==> src/rtl/gpio_pkg.sv <==
package gpio_pkg;

    typedef enum logic [2:0] {
        MODE_IN      = 3'd0,
        MODE_OUT     = 3'd1,
        MODE_LVL_HI  = 3'd2,
        MODE_LVL_LO  = 3'd3,
        MODE_RISE    = 3'd4,
        MODE_FALL    = 3'd5,
        MODE_BOTH    = 3'd6,
        MODE_IRQ_OFF = 3'd7
    } pin_mode_e;

    typedef struct packed {
        logic [2:0] grp;
        logic       ie;
        logic [1:0] func;
        pin_mode_e  mode;
        logic       data;
    } pin_cfg_t;

    localparam int DATA_BIT  = 0;
    localparam int MODE_LSB  = 1;
    localparam int FUNC_LSB  = 5;
    localparam int IE_BIT    = 9;
    localparam int GRP_LSB   = 16;
    localparam int WORD_BITS = 32;

    function automatic logic [31:0] cfg_word(pin_cfg_t c, logic lvl);
        logic [31:0] w;
        w                      = '0;
        w[DATA_BIT]            = lvl;
        w[MODE_LSB +: 3]       = c.mode;
        w[FUNC_LSB +: 2]       = c.func;
        w[IE_BIT]              = c.ie;
        w[GRP_LSB +: 3]        = c.grp;
        return w;
    endfunction

endpackage

==> src/rtl/gpio_sync.sv <==
module gpio_sync #(
    parameter int WIDTH = 64
) (
    input  logic             clk,
    input  logic             rst_n,
    input  logic [WIDTH-1:0] async_i,
    output logic [WIDTH-1:0] sync_o
);
    typedef struct packed {
        logic [WIDTH-1:0] meta;
        logic [WIDTH-1:0] stable;
    } sync_t;

    sync_t s_d, s_q;

    always_comb begin
        s_d.meta   = async_i;
        s_d.stable = s_q.meta;
    end

    always_ff @(posedge clk or negedge rst_n) begin
        if (!rst_n) s_q <= '0;
        else        s_q <= s_d;
    end

    assign sync_o = s_q.stable;
endmodule

==> src/rtl/gpio_pin.sv <==
module gpio_pin
    import gpio_pkg::*;
(
    input  logic     clk,
    input  logic     rst_n,
    input  logic     wr_i,
    input  pin_cfg_t wcfg_i,
    input  logic     clr_i,
    input  logic     lvl_i,
    output pin_cfg_t cfg_o,
    output logic     status_o,
    output logic     out_o,
    output logic     oe_o
);
    typedef struct packed {
        pin_cfg_t cfg;
        logic     prev;
        logic     st;
    } pin_state_t;

    pin_state_t s_d, s_q;
    logic       armed;
    logic       ev;

    always_comb begin
        armed = s_q.cfg.ie && (s_q.cfg.grp == 3'd0);
        unique case (s_q.cfg.mode)
            MODE_LVL_HI: ev = lvl_i;
            MODE_LVL_LO: ev = !lvl_i;
            MODE_RISE:   ev = lvl_i && !s_q.prev;
            MODE_FALL:   ev = !lvl_i && s_q.prev;
            MODE_BOTH:   ev = lvl_i ^ s_q.prev;
            default:     ev = 1'b0;
        endcase
        ev = ev && armed;

        s_d      = s_q;
        s_d.prev = lvl_i;
        s_d.st   = ev || (s_q.st && !clr_i);
        if (wr_i) s_d.cfg = wcfg_i;
    end

    always_ff @(posedge clk or negedge rst_n) begin
        if (!rst_n) s_q <= '0;
        else        s_q <= s_d;
    end

    assign cfg_o    = s_q.cfg;
    assign status_o = s_q.st;
    assign out_o    = s_q.cfg.data;
    assign oe_o     = (s_q.cfg.mode == MODE_OUT);

    assert_sticky_R6: assert property (@(posedge clk) disable iff (!rst_n)
        s_q.st && !clr_i |=> s_q.st);
    assert_event_wins_R8: assert property (@(posedge clk) disable iff (!rst_n)
        ev && clr_i |=> s_q.st);
    assert_unarmed_R7: assert property (@(posedge clk) disable iff (!rst_n)
        !s_q.cfg.ie && !s_q.st |=> !s_q.st);
    assert_oe_after_write_R3: assert property (@(posedge clk) disable iff (!rst_n)
        wr_i && (wcfg_i.mode == MODE_OUT) |=> oe_o);
endmodule

==> src/rtl/gpio_bank.sv <==
module gpio_bank
    import gpio_pkg::*;
#(
    parameter int NPINS  = 64,
    parameter int ADDR_W = 12
) (
    input  logic              clk,
    input  logic              rst_n,
    input  logic [ADDR_W-1:0] bus_addr,
    input  logic              bus_we,
    input  logic [31:0]       bus_wdata,
    output logic [31:0]       bus_rdata,
    input  logic [NPINS-1:0]  pad_in,
    output logic [NPINS-1:0]  pad_out,
    output logic [NPINS-1:0]  pad_oe,
    output logic              irq
);
    localparam int NWORDS  = (NPINS + WORD_BITS - 1) / WORD_BITS;
    localparam int IDX_W   = (NPINS > 1) ? $clog2(NPINS) : 1;
    localparam int WIDX_W  = (NWORDS > 1) ? $clog2(NWORDS) : 1;
    localparam int REGION  = ADDR_W - 1;
    localparam int SLOT_W  = ADDR_W - 3;
    localparam logic [SLOT_W-1:0] NPINS_L = SLOT_W'(NPINS);
    localparam logic [3:0]        NW_L    = 4'(NWORDS);

    logic [NPINS-1:0]        lvl;
    logic [NWORDS*32-1:0]    st_all;
    logic [31:0]             st_w [NWORDS];
    pin_cfg_t                cfg_a [NPINS];
    pin_cfg_t                wcfg;
    logic                    pin_hit, stat_hit;
    logic [IDX_W-1:0]        pin_idx;
    logic [WIDX_W-1:0]       word_idx;
    logic                    unused_addr;

    assign unused_addr = ^bus_addr[1:0];

    gpio_sync #(.WIDTH(NPINS)) u_sync (
        .clk     (clk),
        .rst_n   (rst_n),
        .async_i (pad_in),
        .sync_o  (lvl)
    );

    always_comb begin
        pin_hit  = !bus_addr[REGION] && (bus_addr[REGION-1:2] < NPINS_L);
        stat_hit = bus_addr[REGION] && (bus_addr[REGION-1:6] == '0) &&
                   (bus_addr[5:2] < NW_L);
        pin_idx  = bus_addr[2 +: IDX_W];
        word_idx = bus_addr[2 +: WIDX_W];
        wcfg.data = bus_wdata[DATA_BIT];
        wcfg.mode = pin_mode_e'(bus_wdata[MODE_LSB +: 3]);
        wcfg.func = bus_wdata[FUNC_LSB +: 2];
        wcfg.ie   = bus_wdata[IE_BIT];
        wcfg.grp  = bus_wdata[GRP_LSB +: 3];
    end

    for (genvar i = 0; i < NPINS; i++) begin : g_pin
        localparam int WRD = i / WORD_BITS;
        localparam int BIT = i % WORD_BITS;
        logic wr_i, clr_i;
        assign wr_i  = bus_we && pin_hit && (pin_idx == IDX_W'(i));
        assign clr_i = bus_we && stat_hit && (word_idx == WIDX_W'(WRD)) &&
                       bus_wdata[BIT];
        gpio_pin u_pin (
            .clk      (clk),
            .rst_n    (rst_n),
            .wr_i     (wr_i),
            .wcfg_i   (wcfg),
            .clr_i    (clr_i),
            .lvl_i    (lvl[i]),
            .cfg_o    (cfg_a[i]),
            .status_o (st_all[i]),
            .out_o    (pad_out[i]),
            .oe_o     (pad_oe[i])
        );
    end

    for (genvar j = NPINS; j < NWORDS * 32; j++) begin : g_pad
        assign st_all[j] = 1'b0;
    end

    for (genvar w = 0; w < NWORDS; w++) begin : g_word
        assign st_w[w] = st_all[w*32 +: 32];
    end

    always_comb begin
        if (pin_hit)       bus_rdata = cfg_word(cfg_a[pin_idx], lvl[pin_idx]);
        else if (stat_hit) bus_rdata = st_w[word_idx];
        else               bus_rdata = '0;
    end

    assign irq = |st_all;

    assert_irq_hold_R9: assert property (@(posedge clk) disable iff (!rst_n)
        irq && !bus_we |=> irq);
endmodule

==> config.mk <==
export PLATFORM = sky130hd
export DESIGN_NAME = gpio_bank
export DESIGN_NICKNAME = d
export VERILOG_FILES = /design/src/rtl/gpio_pkg.sv /design/src/rtl/gpio_sync.sv /design/src/rtl/gpio_pin.sv /design/src/rtl/gpio_bank.sv
export SDC_FILE = /design/constraint.sdc
export NUM_CORES = 1
export LEC_CHECK = 0
export BUFFER_PORTS_ARGS = -buffer_cell sky130_fd_sc_hd__buf_2
export CAP_MARGIN = 15
export CORE_AREA = 2 2 386 388
export CTS_CLUSTER_SIZE = 30
export DETAILED_ROUTE_END_ITERATION = 16
export DIE_AREA = 0 0 388 390
export SLEW_MARGIN = 20
export SYNTH_ARGS = -nofsm -noshare
export SYNTH_HDL_FRONTEND = slang
export SYNTH_SLANG_ARGS = --single-unit
==> constraint.sdc <==
create_clock -name clk -period 7 [get_ports clk]
set_input_delay 0.7 -clock clk [delete_from_list [all_inputs] [get_ports clk]]
set_output_delay 0.7 -clock clk [all_outputs]
set_load 0.03 [all_outputs]
* Word-level counts from Yosys, hierarchy flattened
Index checks and enable logic that the tools add are counted. Widths: inputs -> output; s select.
Storage, ports and cells: memory bits (writable) 0, word-level logic and storage cells 1822, output and inout port bits 161, memories 0, latch bits 0, bits in registers 896, ROM bits 0
Cells by class: divide/modulo/power cells 0, multiply operators 0, reduce and logical (&&, ||, !) cells 779, equality and inequality tests 447, bitwise logic cells 67, shifts and indexed selects 0, $add $sub $neg 0, mux-type cells 74, $lt $le $gt $ge 5
Operators by type and width (count):
- $eq 3x3->1 const B | 192
- $logic_and 1x1->1 | 455
- $eq 3x2->1 const B | 128
- $pmux 1 s5 | 64
- $logic_not 1->1 | 193
- $eq 3x1->1 const B | 64
- $eq 6x6->1 const B | 32
- $logic_not 3->1 | 64
- $mux 32 | 5
- $eq 6x5->1 const B | 16
- $logic_or 1x1->1 | 64
- $reduce_or 64->1 | 1
- $xor 1x1->1 | 64
- $bmux 10 s6 | 1
- $eq 6x4->1 const B | 8
- $eq 6x3->1 const B | 4
- $mux 10 | 2
- $eq 6x2->1 const B | 2
- $lt 9x7->1 const B | 1
- $ge 7x7->1 const B | 1
- $lt 6x7->1 const B | 1
- $not 6->7 | 1
- $bmux 1 s6 | 1
- $eq 6x1->1 const B | 1
- 7 further kinds | 7

* Logic depth before layout (Yosys ltp)
Gate-level depths: netlist (run 1).
depth in word-level cells 9, mapped depth 11, mapped depth without buffers 6

* Modules after synthesis
Synthesis (run 1) repeated with hierarchy kept, for this count alone.
Second synthesis, totals: cell total of the unflattened synthesis 4229, area total of the unflattened synthesis 50571.0 um^2
Modules (own cells, without submodules):
- gpio_pin | area an instance 628.1 um^2, cells each 50, times used 64
- gpio_bank | area an instance 7169.4 um^2, cells each 901, times used 1
- gpio_sync | area an instance 3203.1 um^2, cells each 128, times used 1

* Least setup slack after synthesis (run 1)
Ideal clock, no wire load.
path kind in2out, start input port bus_addr[2], end output port bus_rdata[16], setup slack 3.548 ns, data arrival time 2.752 ns, path buffers 2, cell stages on the path 7, path through clkbuf_1 -> buf_1 -> mux4_2 -> a22oi_1 -> o21ai_0 -> o31ai_1 -> o21ai_0
On the way: longest elaborated chain between the ends 6
Ends and longest elaborated chain:
- start, declared | line gpio_bank.sv:9 | input logic [ADDR_W-1:0] bus_addr,
- branches (longest 5 deep; another with $bmux 10 s6)
- $mux 32 (*) | line gpio_bank.sv:88 | if (pin_hit) bus_rdata = cfg_word(cfg_a[pin_idx], lvl[pin_idx]);
- end, declared | line gpio_bank.sv:12 | output logic [31:0] bus_rdata,
Every way passes the cells marked *. The select of a mux whose other input is x is not followed.

* Worst setup path after layout (run 1)
start input port bus_addr[5], end output port bus_rdata[1]
On the way: longest elaborated chain between the ends 5
Ends and longest elaborated chain (line):
- $not 6->7 (not written as such) | gpio_bank.sv:88
- $bmux 10 s6 | gpio_bank.sv:88
- $mux 10 (not written as such) (2 in series) | gpio_bank.sv:88
- $mux 32 (*) | gpio_bank.sv:88
Mark *: on every way between the ends. The rest lies on a longest branch, timed or not. The select of a mux whose other input is x is not followed.

==> qor.txt, run 1 <==
status = finished clean
max-slew violations = 0
Avg Vias per Cell = 5.18
ys flop type = dfrtp_1
Starting Density = 0.299
layout cell share with drive strength beyond 1 = 0.357
Reg2Reg Depth = 3
CTS Sinks = 896
Async S/R FF share, synth = 1.00
DRT iter0 DRCs = 1,997
Synth Cell Area = 0.0439 mm²
DIE WIDTH = 388 µm
Mapped Avg Cell Area = 12.9 µm²
MaxCap Viol Count = 0
Critical R2R Launch = g_pin[24].u_pin.cfg_o[9]
clock buffer depth = 3
Reg power frac = 0.472
Tmin final = 5.72 ns
Syn Inst Count = 3,410
Area after DPL = 0.0465 mm²
Pwr per Cell Area = 230 mW/mm²
Worst-Skew Late Latency = 0.71 ns
CP Launch Point = bus_addr[5]
Post-CTS Setup Inserts = 0
post-cts resize count = 0
vias in the first global route = 29,200
r2r setup slk = 5.31 ns
port bufs = 269
Rows = 141
unrepaired setup endpoints after global routing = false
CTS clk-pin slew, worst paths = 0.06 ns
# H-tree levels = 3
Die H = 390 µm
Startpoint Class = input pin
hold_buf cts = 0
Critical Path Sink Type = output pin
Area Overhead vs Synth = 13.5%
#FFs+latches synth = 896
worst-margin pin slew = 1.10 ns
1st-pass router iterations = 7
Setup TNS = 0 ns
setup ws final = 1.28 ns
Routed Antenna Nets = 0
Max transition margin = 0.268
Layout Cells excl Fill = 5,545
register area share after synthesis = 0.510
clock power share = 0.463
met1 WL = 61.8 mm
pin count of the biggest net entering global routing = 168
Overall Global Routing Usage = 0.182
Final HPWL DP = 98.7 mm
final net count = 3,767
Final Power = 11.5 mW
final hold violations = 0
combinational share of power = 0.065
Net Count, Synth = 3,649
# DRC = 0
Finish-stage setup viols = 0
RR Endpoint = g_pin[24].u_pin.status_o
Achievable Freq = 175 MHz
first-pass GRT wire length = 204 mm
Max VDD drop = 0.165 mV
clk root buf = clkbuf_16
CTS buffer count = 95
Final Cycle Share = 0.818
drt total wl = 139 mm
leading cell type in the layout, fill and taps excluded = dfrtp_1
DR top layer = met5
via count = 28,700
Clock Skew = 0.0291 ns
CTS tree = built
Yosys cell types = 49
antenna violations before repair = 31
Worst EP required = 6.30 ns
Core Box Area = 0.147 mm²
Switch Pwr = 2.83 mW
Pleak = 24.2 nW
CP Max Fanout = 37
Post-Place Cells = 5,361
Syn. warnings = 0
gpl congestion = 0.940
switch share = 0.247
Routed WL per cell = 25.1 µm
Crit path arrival time = 5.02 ns
grt total ovfl = 0
met2 WL = 64.0 mm
Die Area = 0.151 mm²
crit path kind = in -> out
Place WS = 1.76 ns
HP Class = in -> async
internal power = 8.62 mW
post-route cell area = 0.0499 mm²
Post-synth EDFFs = 0
most frequent cells in the layout = dfrtp_1, mux2_2, buf_2, mux2i_1, nand2_1
routed wire length on met3 = 8.48 mm
# IOs = 272
final cells by class:
| class | count | area [µm²] |
|---|---|---|
| timing repair buffer | 315 | 1800 |
| tap | 1930 | 2410 |
| fill | 14600 | 97300 |
| antenna | 6 | 15.0 |
| clock inverter | 33 | 383 |
| sequential | 896 | 22400 |
| inverter | 129 | 484 |
| multi-input combinational | 2091 | 19400 |
| clock buffer | 145 | 2920 |
synthesized netlist by cell type, types with 10 or more instances:
cell type  count  area [µm²]
mux4_2        65        1460
mux2i_1      239        2390
o211ai_1     107         803
a21oi_1       62         310
buf_2         38         190
o21ai_0       75         375
mux2_2       700        7880
nor4b_1       64         561
buf_4        138        1040
nand3_1       40         200
nand2_1      166         623
inv_1        129         484
clkbuf_1     112         420
xor2_1        50         438
o22ai_1       17         106
nand2_2       30         188
nor3b_1       65         488
nor4_1        16         100
a22oi_1       92         691
dfrtp_1      896       22400
o2bb2ai_1     25         219
a22o_1        10        87.6
nor2_1        48         180
a31oi_1       14        87.6
ha_1         128        1600
layer usage:
metal	up-vias	GRT usage
met5	-	0
met4	30	0.0655
met3	219	0.0354
met2	790	0.287
met1	15100	0.248
li1	12600	-
stage by stage:
stage                     hold slack, ns   util
after global placement             0.334  0.316
after detailed placement           0.335  0.316
after CTS                         0.0206  0.339
after floorplan                    0.331      -
final                            0.00529  0.339
after global routing              0.0739  0.339
flip-flops by register name, summed over array words and instances (netlist names):
signal and count:
g_pin.u_pin.cfg_o 576, g_pin.u_pin.out_o 64, g_pin.u_pin.s_q 64, g_pin.u_pin.status_o 64, u_sync.s_d 64, u_sync.sync_o 64
worst max path at each step:
| stage | endpoint | slack, ns | depth (start not counted) |
|---|---|---|---|
| 3_3_place_gp | bus_rdata[1] | 1.75 | 9 |
| 4_1_cts | bus_rdata[2] | 1.76 | 9 |
| 2_1_floorplan | bus_rdata[16] | 3.55 | 7 |
| 3_5_place_dp | bus_rdata[2] | 1.76 | 9 |
| 6_report | bus_rdata[1] | 1.28 | 9 |
| 5_1_grt | bus_rdata[2] | 1.38 | 9 |
power groups by stage:
stage,sequential (mW),combinational [mW],clock (mW)
6_report,5.41,0.743,5.30
5_1_grt,5.42,0.813,5.61
4_1_cts,5.41,0.753,5.40
3_5_place_dp,5.50,0.749,0
3_3_place_gp,5.50,0.734,0
2_1_floorplan,5.46,0.422,0
critical path, stage by stage:
cell     delay [ns]
buf_4          0.51
nor2b_4        0.53
buf_4          0.46
a22oi_1        0.13
nand3_1        0.21
a41oi_1        0.38
o31ai_1        0.94
o21ai_0        0.70
buf_2          0.38
logic make-up after synthesis:
| logic type | after synthesis | synth area share |
|---|---|---|
| AOI/OAI and AO/OA | 428 | 0.0654 |
| xor gates and xnor gates | 50 | 0.00997 |
| adders and majority gates | 128 | 0.0364 |
| buffers and inverters | 423 | 0.0490 |
| DFF | 896 | 0.510 |
| muxes | 1006 | 0.268 |
| and+or+nand+nor | 479 | 0.0613 |
(Power assumes the default switching activity.)
==> run 2: changes to the inputs <==
--- a/config.mk
+++ b/config.mk
@@ -5,12 +5,13 @@
 export SDC_FILE = /design/constraint.sdc
 export NUM_CORES = 1
 export LEC_CHECK = 0
+export ABC_AREA = 1
 export BUFFER_PORTS_ARGS = -buffer_cell sky130_fd_sc_hd__buf_2
 export CAP_MARGIN = 15
-export CORE_AREA = 2 2 386 388
+export CORE_AREA = 2 2 389 391
 export CTS_CLUSTER_SIZE = 30
 export DETAILED_ROUTE_END_ITERATION = 16
-export DIE_AREA = 0 0 388 390
+export DIE_AREA = 0 0 391 393
 export SLEW_MARGIN = 20
 export SYNTH_ARGS = -nofsm -noshare
 export SYNTH_HDL_FRONTEND = slang
==> constraint.sdc (replaced) <==
create_clock -name clk -period 6 [get_ports clk]
set_input_delay 0.6 -clock clk [delete_from_list [all_inputs] [get_ports clk]]
set_output_delay 0.6 -clock clk [all_outputs]
set_load 0.03 [all_outputs]
==> qor.txt, run 2 <==
Reg2Reg Depth = 4
Worst-Skew Late Latency = 0.69 ns
max-slew violations = 0
clk root buf = clkbuf_16
Die Area = 0.154 mm²
Post-CTS Setup Inserts = 0
CTS clk-pin slew, worst paths = 0.06 ns
CTS buffer count = 100
Avg Vias per Cell = 5.01
# DRC = 0
Tmin final = 5.29 ns
Pwr per Cell Area = 272 mW/mm²
Area Overhead vs Synth = 12.9%
Max transition margin = 0.0958
most frequent cells in the layout = nand2_1, dfrtp_1, o21ai_0, inv_1, buf_2
layout cell share with drive strength beyond 1 = 0.0906
Yosys cell types = 36
drt total wl = 159 mm
sequential cell area = 0.0224 mm²
most frequent cell after synthesis = nand2_1
Core Box Area = 0.149 mm²
Die H = 393 µm
1st-pass router iterations = 8
clock buffer depth = 3
Finish-stage setup viols = 0
HP Class = in -> async
Starting Density = 0.299
port bufs = 269
vias in the first global route = 36,300
Routed WL per cell = 20.7 µm
DRT iter0 DRCs = 4,168
Overall Global Routing Usage = 0.205
Mapped Avg Cell Area = 7.85 µm²
pin count of the biggest net entering global routing = 166
CP Max Fanout = 61
MaxCap Viol Count = 0
CTS Sinks = 896
Post-synth EDFFs = 0
Rows = 142
commonest cells in the netlist = nand2_1, dfrtp_1, o21ai_0, inv_1, clkbuf_1
# IOs = 272
ys flop type = dfrtp_1
Achievable Freq = 189 MHz
leading cell type in the layout, fill and taps excluded = nand2_1
Max VDD drop = 0.214 mV
RR Endpoint = g_pin[56].u_pin.status_o
Final Power = 13.7 mW
failing checks = hold timing
r2r setup slk = 4.07 ns
Clock Skew = 0.0302 ns
Setup TNS = 0 ns
grt total ovfl = 0
Syn. warnings = 0
Critical R2R Launch = u_sync.sync_o[56]
Final Cycle Share = 0.882
DIE WIDTH = 391 µm
Syn Inst Count = 5,676
Synth area leaders = dfrtp_1, nand2_1, o21ai_0
Yosys top cell area share = 0.503
Pleak = 24.2 nW
crit path kind = in -> out
# H-tree levels = 3
first-pass GRT wire length = 237 mm
fillers = 15,800
final hold violations = 1
Synth area leader = dfrtp_1
Routed Antenna Nets = 0
Synth Cell Area = 0.0446 mm²
antenna violations before repair = 18
status = finished with violations
#FFs+latches synth = 896
worst-margin pin slew = 1.35 ns
Worst EP required = 5.40 ns
via count = 38,600
gpl congestion = 0.974
register area share after synthesis = 0.503
unrepaired setup endpoints after global routing = false
Critical Path Sink Type = output pin
Startpoint Class = input pin
final net count = 5,907
area of the multi-input gates = 0.0183 mm²
max FFs per register = 576
final core utilization = 0.337
Final HPWL DP = 113 mm
hold_ws = -0.00313 ns
CTS tree = built
Crit path arrival time = 4.69 ns
Async S/R FF share, synth = 1.00
Net Count, Synth = 5,915
==> run 2: changes by cell type in the layout (fill, tap and decap cells not counted), sizes merged, moves of 50 or more <==
cell / delta
nor2: +117
mux2: -702
nand2: +1968
nor3b: -66
xor2: -50
nor4b: -64
o21ai: +848
nand3: +54
nor3: +149
o211ai: -71
mux2i: -238
a22oi: -92
inv: +257
mux4: -65
==> run 2: cell type report <==
cell class,instances,share of cell area
tap,1944,0.0484
clock buffer,141,0.0585
sequential,896,0.446
inverter,386,0.0291
timing repair buffer,350,0.0433
clock inverter,44,0.0103
antenna,6,0.000298
multi-input combinational,3934,0.364
==> run 2: report_power, final <==
part	total [mW]	internal (mW)	switching [mW]
clock	6.45	3.84	2.61
combinational	0.930	0.221	0.709
sequential	6.32	6.18	0.133
total	13.7	10.2	3.45
==> run 2: metrics by stage <==
stage	std cells	worst slack, ns	instance area, µm²	hold WS (ns)
after floorplan	5676	3.28	44600	0.304
after global placement	7474	1.46	46500	0.334
after detailed placement	7474	1.45	46500	0.335
after CTS	7695	1.46	50300	0.000169
after global routing	7695	0.588	50300	0.0153
final	7701	0.708	50300	-0.00313
==> run 2: cells by family (layout without fill, tap and decap cells) <==
logic type,after synthesis,count (layout),synth area share
AO/OA/AOI/OAI,1169,1169,0.141
adder cells (fa/ha/maj),128,128,0.0359
buffers and inverters,846,921,0.0869
flip-flops,896,896,0.503
multiplexers,1,1,0.000225
other,0,6,0
AND/OR/NAND/NOR,2636,2636,0.233
==> run 2: worst max-delay path by stage <==
stage | from | end | cells after the start | slack [ns]
2_1_floorplan | bus_addr[4] | bus_rdata[21] | 6 | 3.28
3_3_place_gp | bus_addr[3] | bus_rdata[12] | 8 | 1.46
3_5_place_dp | bus_addr[3] | bus_rdata[12] | 8 | 1.45
4_1_cts | bus_addr[3] | bus_rdata[12] | 8 | 1.46
5_1_grt | bus_addr[3] | bus_rdata[10] | 8 | 0.59
6_report | bus_addr[3] | bus_rdata[12] | 8 | 0.71
==> run 2: timing repair <==
action | 4_1_cts | 5_1_grt
hold buffers | 36 | 0
endpoints found under the hold margin | 36 | 0
resized for setup | 0 | 0
==> run 2: critical path, stage by stage <==
cell and delay (ns):
buf_4 0.30, inv_4 0.15, buf_4 0.59, nand4_1 0.17, nor2_1 0.22, clkinv_1 0.88, a211oi_1 1.36, buf_2 0.37
==> run 2: routing by layer <==
layer / share of wire / vias to the layer above / global-route usage
li1: - / 18200 / -
met3: 0.086 / 232 / 0.0415
met1: 0.44 / 18700 / 0.289
met2: 0.43 / 1430 / 0.310
met4: 0.035 / 6 / 0.0705
met5: 0.00021 / - / 0
